### config.mk
export PLATFORM = sky130hd
export DESIGN_NAME = hdlc_dual_tx
export DESIGN_NICKNAME = d
export VERILOG_FILES = /design/src/rtl/hdlc_tx_pkg.sv /design/src/rtl/hdlc_tx_dp.sv /design/src/rtl/hdlc_tx_ctrl.sv /design/src/rtl/hdlc_dual_tx.sv
export SDC_FILE = /design/constraint.sdc
export NUM_CORES = 1
export LEC_CHECK = 0
export BUFFER_PORTS_ARGS = -buffer_cell sky130_fd_sc_hd__buf_4
export CAP_MARGIN = 30
export CORE_ASPECT_RATIO = 1.2
export CORE_MARGIN = 5
export CORE_UTILIZATION = 30
export CTS_CLUSTER_DIAMETER = 60
export DETAILED_ROUTE_END_ITERATION = 10
export PLACE_DENSITY = 0.42
export SLEW_MARGIN = 10
export SYNTH_ARGS = -nofsm -noshare
export SYNTH_HDL_FRONTEND = slang
export SYNTH_HIERARCHICAL = 1
export SYNTH_SLANG_ARGS = --single-unit
### constraint.sdc
create_clock -name clk -period 9.9 [get_ports clk]
set_input_delay 0.99 -clock clk [delete_from_list [all_inputs] [get_ports clk]]
set_output_delay 0.99 -clock clk [all_outputs]
set_load 0.005 [all_outputs]
### src/rtl/hdlc_tx_pkg.sv
package hdlc_tx_pkg;

  localparam logic [7:0]  FLAG_PAT     = 8'h7E;
  localparam logic [15:0] CRC_POLY_REV = 16'h8408;

  typedef enum logic [1:0] {SEL_CONST, SEL_DATA, SEL_HEAD, SEL_CRC} outSel_t;

  typedef enum logic [2:0] {
    ST_IDLE, ST_RAW, ST_OPEN, ST_DATA, ST_CRC, ST_CLOSE, ST_ABORT
  } txState_t;

  typedef struct packed {
    logic    step;
    outSel_t sel;
    logic    constBit;
    logic    pop;
    logic    flush;
    logic    loadData;
    logic    loadHeadShift;
    logic    shiftData;
    logic    crcInit;
    logic    crcUpd;
    logic    loadCrc;
    logic    shiftCrc;
    logic    onesClr;
    logic    onesCount;
  } txStrobe_t;

endpackage

### src/rtl/hdlc_tx_dp.sv
module hdlc_tx_dp
  import hdlc_tx_pkg::*;
#(
  parameter int DATA_W = 8,
  parameter int DEPTH  = 32
) (
  input  logic              clk,
  input  logic              rst_n,
  input  logic              wrEn,
  input  logic [DATA_W-1:0] wrData,
  input  txStrobe_t         stb,
  output logic              empty,
  output logic              onesFive,
  output logic              txBit,
  output logic              fifoReady
);

  localparam int PTR_W = (DEPTH > 1) ? $clog2(DEPTH) : 1;
  localparam int CNT_W = PTR_W + 1;
  localparam logic [CNT_W-1:0] FULL_CNT = CNT_W'(DEPTH);
  localparam logic [CNT_W-1:0] HALF_CNT = CNT_W'(DEPTH / 2);
  localparam logic [PTR_W-1:0] LAST_PTR = PTR_W'(DEPTH - 1);

  logic [DATA_W-1:0] mem [DEPTH];
  logic [PTR_W-1:0]  rdPtr, wrPtr;
  logic [CNT_W-1:0]  count;
  logic [DATA_W-1:0] head, shData;
  logic [15:0]       crcReg, crcNext, crcSh;
  logic [2:0]        ones;
  logic              wrOk, outBit, fb;

  assign wrOk      = wrEn && !stb.flush && (count < FULL_CNT);
  assign head      = mem[rdPtr];
  assign empty     = (count == '0);
  assign fifoReady = (count <= HALF_CNT);
  assign onesFive  = (ones == 3'd5);

  function automatic logic [PTR_W-1:0] bump(input logic [PTR_W-1:0] p);
    return (p == LAST_PTR) ? '0 : p + 1'b1;
  endfunction

  always_ff @(posedge clk) begin
    if (wrOk) mem[wrPtr] <= wrData;
  end

  always_ff @(posedge clk or negedge rst_n) begin
    if (!rst_n) begin
      rdPtr <= '0;
      wrPtr <= '0;
      count <= '0;
    end else if (stb.flush) begin
      rdPtr <= '0;
      wrPtr <= '0;
      count <= '0;
    end else begin
      if (wrOk)    wrPtr <= bump(wrPtr);
      if (stb.pop) rdPtr <= bump(rdPtr);
      case ({wrOk, stb.pop})
        2'b10:   count <= count + 1'b1;
        2'b01:   count <= count - 1'b1;
        default: count <= count;
      endcase
    end
  end

  assign fb      = crcReg[0] ^ shData[0];
  assign crcNext = {1'b0, crcReg[15:1]} ^ (fb ? CRC_POLY_REV : 16'h0000);

  always_comb begin
    unique case (stb.sel)
      SEL_DATA: outBit = shData[0];
      SEL_HEAD: outBit = head[0];
      SEL_CRC:  outBit = crcSh[0];
      default:  outBit = stb.constBit;
    endcase
  end

  always_ff @(posedge clk or negedge rst_n) begin
    if (!rst_n) begin
      txBit  <= 1'b1;
      shData <= '0;
      crcReg <= 16'hFFFF;
      crcSh  <= '0;
      ones   <= '0;
    end else begin
      if (stb.step) txBit <= outBit;
      if (stb.loadData)           shData <= head;
      else if (stb.loadHeadShift) shData <= head >> 1;
      else if (stb.shiftData)     shData <= shData >> 1;
      if (stb.crcInit)     crcReg <= 16'hFFFF;
      else if (stb.crcUpd) crcReg <= crcNext;
      if (stb.loadCrc)       crcSh <= ~(stb.crcUpd ? crcNext : crcReg);
      else if (stb.shiftCrc) crcSh <= crcSh >> 1;
      if (stb.onesClr)        ones <= '0;
      else if (stb.onesCount) ones <= outBit ? ones + 3'd1 : 3'd0;
    end
  end

  AST_NO_OVERFLOW: assert property (@(posedge clk) disable iff (!rst_n)
    count <= FULL_CNT);

  AST_FLUSH_READY: assert property (@(posedge clk) disable iff (!rst_n)
    stb.flush |=> fifoReady);

  AST_POP_NONEMPTY: assert property (@(posedge clk) disable iff (!rst_n)
    stb.pop |-> (count != '0));

endmodule

### src/rtl/hdlc_tx_ctrl.sv
module hdlc_tx_ctrl
  import hdlc_tx_pkg::*;
#(
  parameter int DATA_W = 8
) (
  input  logic      clk,
  input  logic      rst_n,
  input  logic      bitEn,
  input  logic      rawMode,
  input  logic      fillFlag,
  input  logic      cmdEnd,
  input  logic      cmdReset,
  input  logic      empty,
  input  logic      onesFive,
  input  logic      txBitMon,
  output txStrobe_t stb
);

  localparam logic [3:0] LAST_BIT = 4'(DATA_W - 1);
  localparam logic [3:0] LAST_CRC = 4'd15;

  txState_t   state, stNext;
  logic [3:0] cnt, cntNext;
  logic       endPend, endClr, fetchNext, flagBit, lastBit;

  assign flagBit = FLAG_PAT[cnt[2:0]];
  assign lastBit = (cnt == LAST_BIT);

  always_comb begin
    stb       = '0;
    stNext    = state;
    cntNext   = cnt;
    endClr    = 1'b0;
    fetchNext = 1'b0;
    if (cmdReset) begin
      stb.flush   = 1'b1;
      stb.onesClr = 1'b1;
      stNext      = ST_IDLE;
      cntNext     = '0;
    end else if (bitEn) begin
      stb.step = 1'b1;
      unique case (state)
        ST_IDLE: begin
          if (cnt == '0 && !empty) begin
            if (rawMode) begin
              stb.sel           = SEL_HEAD;
              stb.pop           = 1'b1;
              stb.loadHeadShift = 1'b1;
              stNext            = ST_RAW;
            end else begin
              stb.constBit = 1'b0;
              stb.crcInit  = 1'b1;
              stb.onesClr  = 1'b1;
              stNext       = ST_OPEN;
            end
            cntNext = 4'd1;
          end else begin
            stb.constBit = (rawMode || !fillFlag) ? 1'b1 : flagBit;
            cntNext      = lastBit ? '0 : cnt + 4'd1;
            if (empty) endClr = 1'b1;
          end
        end
        ST_RAW: begin
          stb.sel       = SEL_DATA;
          stb.shiftData = 1'b1;
          cntNext       = cnt + 4'd1;
          if (lastBit) begin
            cntNext = '0;
            if (endPend) begin
              stb.flush = 1'b1;
              endClr    = 1'b1;
              stNext    = ST_IDLE;
            end else if (!empty) begin
              stb.pop      = 1'b1;
              stb.loadData = 1'b1;
            end else begin
              stNext = ST_IDLE;
            end
          end
        end
        ST_OPEN: begin
          stb.constBit = flagBit;
          cntNext      = cnt + 4'd1;
          fetchNext    = lastBit;
        end
        ST_DATA: begin
          if (onesFive) begin
            stb.onesClr = 1'b1;
          end else begin
            stb.sel       = SEL_DATA;
            stb.shiftData = 1'b1;
            stb.crcUpd    = 1'b1;
            stb.onesCount = 1'b1;
            cntNext       = cnt + 4'd1;
            fetchNext     = lastBit;
          end
        end
        ST_CRC: begin
          if (onesFive) begin
            stb.onesClr = 1'b1;
          end else begin
            stb.sel       = SEL_CRC;
            stb.shiftCrc  = 1'b1;
            stb.onesCount = 1'b1;
            cntNext       = cnt + 4'd1;
            if (cnt == LAST_CRC) begin
              stNext  = ST_CLOSE;
              cntNext = '0;
            end
          end
        end
        ST_CLOSE: begin
          stb.onesClr = 1'b1;
          if (!onesFive) begin
            stb.constBit = flagBit;
            cntNext      = cnt + 4'd1;
            if (lastBit) begin
              stNext  = ST_IDLE;
              cntNext = '0;
            end
          end
        end
        default: begin
          stb.constBit = 1'b1;
          stb.onesClr  = 1'b1;
          cntNext      = cnt + 4'd1;
          if (lastBit) begin
            stNext  = ST_IDLE;
            cntNext = '0;
          end
        end
      endcase
      if (fetchNext) begin
        cntNext = '0;
        if (!empty) begin
          stb.pop      = 1'b1;
          stb.loadData = 1'b1;
          stNext       = ST_DATA;
        end else if (endPend) begin
          stb.loadCrc = 1'b1;
          endClr      = 1'b1;
          stNext      = ST_CRC;
        end else begin
          stNext = ST_ABORT;
        end
      end
    end
  end

  always_ff @(posedge clk or negedge rst_n) begin
    if (!rst_n) begin
      state   <= ST_IDLE;
      cnt     <= '0;
      endPend <= 1'b0;
    end else begin
      state <= stNext;
      cnt   <= cntNext;
      if (cmdReset)    endPend <= 1'b0;
      else if (cmdEnd) endPend <= 1'b1;
      else if (endClr) endPend <= 1'b0;
    end
  end

  AST_HOLD_NO_EN: assert property (@(posedge clk) disable iff (!rst_n)
    (!bitEn || cmdReset) |=> $stable(txBitMon));

  AST_ABORT_ONES: assert property (@(posedge clk) disable iff (!rst_n)
    (state == ST_ABORT && bitEn && !cmdReset) |=> txBitMon);

  AST_STUFF_ZERO: assert property (@(posedge clk) disable iff (!rst_n)
    ((state == ST_DATA || state == ST_CRC || state == ST_CLOSE) && onesFive
      && bitEn && !cmdReset) |=> !txBitMon);

  AST_RAW_IDLE_ONE: assert property (@(posedge clk) disable iff (!rst_n)
    (state == ST_IDLE && rawMode && empty && bitEn && !cmdReset) |=> txBitMon);

endmodule

### src/rtl/hdlc_dual_tx.sv
module hdlc_dual_tx
  import hdlc_tx_pkg::*;
#(
  parameter int DATA_W = 8,
  parameter int DEPTH  = 32
) (
  input  logic              clk,
  input  logic              rst_n,
  input  logic              bitEn,
  input  logic              rawMode,
  input  logic              fillFlag,
  input  logic              wrEn,
  input  logic [DATA_W-1:0] wrData,
  input  logic              cmdEnd,
  input  logic              cmdReset,
  output logic              txBit,
  output logic              fifoReady
);

  txStrobe_t stb;
  logic      empty, onesFive;

  hdlc_tx_ctrl #(.DATA_W(DATA_W)) u_ctrl (
    .clk      (clk),
    .rst_n    (rst_n),
    .bitEn    (bitEn),
    .rawMode  (rawMode),
    .fillFlag (fillFlag),
    .cmdEnd   (cmdEnd),
    .cmdReset (cmdReset),
    .empty    (empty),
    .onesFive (onesFive),
    .txBitMon (txBit),
    .stb      (stb)
  );

  hdlc_tx_dp #(.DATA_W(DATA_W), .DEPTH(DEPTH)) u_dp (
    .clk       (clk),
    .rst_n     (rst_n),
    .wrEn      (wrEn),
    .wrData    (wrData),
    .stb       (stb),
    .empty     (empty),
    .onesFive  (onesFive),
    .txBit     (txBit),
    .fifoReady (fifoReady)
  );

endmodule

==> flow_metrics.py <==
metrics = {
    "power_and_ir_drop": {
        "finalPower_mw": 3.221,
        "powerDensity_nw_per_um2": 199.5,
        "ir_worst_vdd_mv": 0.1255,
        "power_leakage_nw": 5.217,
    },
    "logic_synthesis": {
        "synth_top_cell_by_area": "edfxtp_1",
        "ys.flop_type": "edfxtp_1",
        "yosysMostFrequentCell": "edfxtp_1",
        "syn_nets": 975,
        "synth_top_cell_area_share_pct": 54.39,
        "async_flop_share_pct": 20.99,
        "synth_edf_count": 256,
        "ys_types": 76,
        "syn_area_um2": 14130,
        "ys_warn_count": 6,
        "ys_ff_latch": 324,
        "avgSynthCellArea_um2": 14.96,
        "synthCells": 945,
        "synth.top_cells.by_area": "edfxtp_1 (54%), dfrtp_1 (9.0%), mux2i_1 (7.1%), mux4_2 (4.3%), dfstp_2 (3.2%)",
        "yosys-top-cells-count": "edfxtp_1 (256), mux2i_1 (100), nor2_1 (70)",
        "synth-seq-area-share_pct": 66.58,
    },
    "floorplan": {
        "fp.dieW_um": 208.1,
        "rows": 87,
        "start_util_pct": 30.20,
        "die_h_um": 247.8,
        "dieArea_um2": 51570,
        "core_area_um2": 46810,
        "pin_count": 18,
    },
    "setup_path": {
        "worstPathRequired_ns": 10.36,
        "end_kind": "flip-flop",
        "r2r_cells": 14,
        "timing.reg2reg.setup_slack_ns": 5.83,
        "critical_path_class": "reg2reg",
        "cp-start-kind": "flip-flop",
        "cp_max_fo": 17,
        "r2r-start": "u_dp/count[1]$_DFFE_PN0P_",
        "r2r-end": "u_dp/count[5]$_DFFE_PN0P_",
        "crit_arrival_ns": 4.53,
    },
    "sta": {
        "tightest_slew_ns": 0.9163,
        "finalSetupViolCount": 0,
        "maxSlewViolCount": 0,
        "finalCriticalPeriod_ns": 4.068,
        "rsz0062_at_grt": "false",
        "timing.final.crit_share_pct": 41.09,
        "hold_violations": 0,
        "max_slew_margin_pct": 38.69,
        "max_freq_ghz": 0.2459,
        "fin_setup_tns_ns": 0,
        "skew_ns": 0.02364,
    },
    "detailed_routing": {
        "wl_um": 34050,
        "dr.pass1.iters": 5,
        "antenna_left": 0,
        "drtIter0Drc": 490,
        "drc": 0,
        "viasPerCell": 4.875,
        "wire_per_inst_um": 21.02,
        "num_vias": 7897,
    },
    "global_routing": {
        "grt_use_total_pct": 13.33,
        "grt_pass1_vias": 8282,
        "busiest_layer": "met2",
        "antenna_found_initial": 0,
        "use_met2_pct": 23.01,
        "overflow": 0,
        "grt_max_degree": 69,
        "met1_usage_pct": 17.06,
        "grtUsageMet3_pct": 2.857,
        "grt_pass1_wl_um": 52350,
    },
    "clocking": {
        "cts_buffers": 40,
        "cts_setup_buffers": 0,
        "cts_resized": 0,
        "cts_tree": "built",
        "clk_path_buf_depth": 3,
        "cts_max_level": 2,
        "clkTransAtPathRegs_ns": 0.05,
        "clockRootBuffer": "clkbuf_16",
        "cts_hold_buf": 0,
        "clock_latency_ns": 0.55,
        "cts.sinks": 324,
    },
    "finish": {
        "syn_to_final_growth_pct": 14.22,
        "drive_gt1_share_pct": 15.95,
        "antennaDiodeCount": 0,
        "nets": 998,
        "nFillCells": 4592,
    },
    "run_status": {
        "outcome": "complete, no violations",
    },
    "place": {
        "gp_congestion": 0.8034,
        "dp_hpwl_um": 21230,
        "portBuffers": 17,
    },
    "run": {
        "max-cap-violations": 0,
    },
    "hold_path": {
        "hold_path.class": "in2async",
    },
}
## flip-flops by register name, summed over array words and instances, names as in the netlist
signal,cells
u_dp/crcSh,16
u_dp/wrPtr,5
u_dp/txBit,1
u_ctrl/state,3
u_dp/crcReg,16
u_dp/shData,8
u_dp/count,6
u_ctrl/endPend,1
u_dp/mem,256
u_dp/rdPtr,5
u_dp/ones,3
u_ctrl/cnt,4
## worst max-delay path by stage
stage	from	endpoint	slack [ns]
after floorplan	u_dp/ones[0]$_DFFE_PN0P_	u_dp/count[5]$_DFFE_PN0P_	6.01
after global placement	u_dp/count[1]$_DFFE_PN0P_	u_dp/count[5]$_DFFE_PN0P_	5.87
after detailed placement	u_dp/count[1]$_DFFE_PN0P_	u_dp/count[5]$_DFFE_PN0P_	5.84
after CTS	u_dp/count[1]$_DFFE_PN0P_	u_dp/count[5]$_DFFE_PN0P_	5.82
after global routing	u_dp/count[1]$_DFFE_PN0P_	u_dp/count[5]$_DFFE_PN0P_	5.53
final	u_dp/count[1]$_DFFE_PN0P_	u_dp/count[5]$_DFFE_PN0P_	5.83
## critical path, stage by stage, from the launching register on
cell and delay, ns:
dfrtp_1 0.44, or2_2 0.35, or3_1 0.35, nor3_1 0.62, or4b_4 0.31, nor4_4 0.06, nand2_1 0.10, a21oi_1 0.06
buf_4 0.20, and2_1 0.20, ha_1 0.32, nor3b_1 0.16, o21a_1 0.18, or4_1 0.46, a31oi_1 0.17
## cells in the final DEF, fill, tap and decap left out, types with 9 or more instances in the layout
cell type	Yosys	routed
a21oi_1	31	31
a22oi_1	26	26
buf_4	5	30
clkbuf_1	30	9
clkbuf_16	0	40
dfrtp_1	51	49
dfstp_2	17	17
edfxtp_1	256	256
ha_1	14	14
inv_1	12	12
mux2i_1	100	100
mux4_1	9	9
mux4_2	27	27
nand2_1	61	61
nand2b_1	28	28
nand3_1	19	19
nor2_1	70	69
nor2b_1	10	10
o21ai_0	33	32
## power by group
part / internal [mW] / switching [mW]
clock network: 0.787 / 0.563
logic: 0.116 / 0.157
registers: 1.55 / 0.0445
total: 2.46 / 0.765
## metrics by stage
stage                     cells  utilization (%)  hold WS, ns  worst slack (ns)  instance area, um2
after floorplan             945                -       0.4993             6.009               14130
after global placement     1540            31.68       0.5366             5.874               14830
after detailed placement   1543            31.75       0.5288             5.837               14860
after CTS                  1614            34.33       0.5482             5.818               16070
after global routing       1620            34.49       0.2504             5.526               16140
final                      1620            34.49       0.2735             5.833               16140
## cell type report
cell class              count  area (um2)  share of cell area, %
clock buffers              51        1062                  6.580
flip-flops and latches    324        9418                  58.34
repair buffers             34       294.0                  1.821
inverters                  12       45.04                 0.2790
clock inverters            20       147.6                 0.9146
well taps                 623       779.5                  4.829
multi-input cells         556        4397                  27.24
## logic make-up (layout without fill, tap and decap cells)
logic type | after synthesis | after routing | share of synthesized area (%)
AO/OA/AOI/OAI | 144 | 144 | 6.896
AND/OR/NAND/NOR | 249 | 249 | 9.003
adder cells (fa/ha/maj) | 14 | 14 | 1.239
XOR/XNOR | 8 | 8 | 0.4958
buffers and inverters | 65 | 117 | 2.328
flip-flops | 324 | 324 | 66.58
multiplexers | 141 | 141 | 13.46
## layer usage
layer	part of all wire [%]	routed length, um
met5	0	0
met4	2.3	770
met2	50	16950
met3	4.1	1412
met1	44	14930
(Power assumes the default switching activity.)
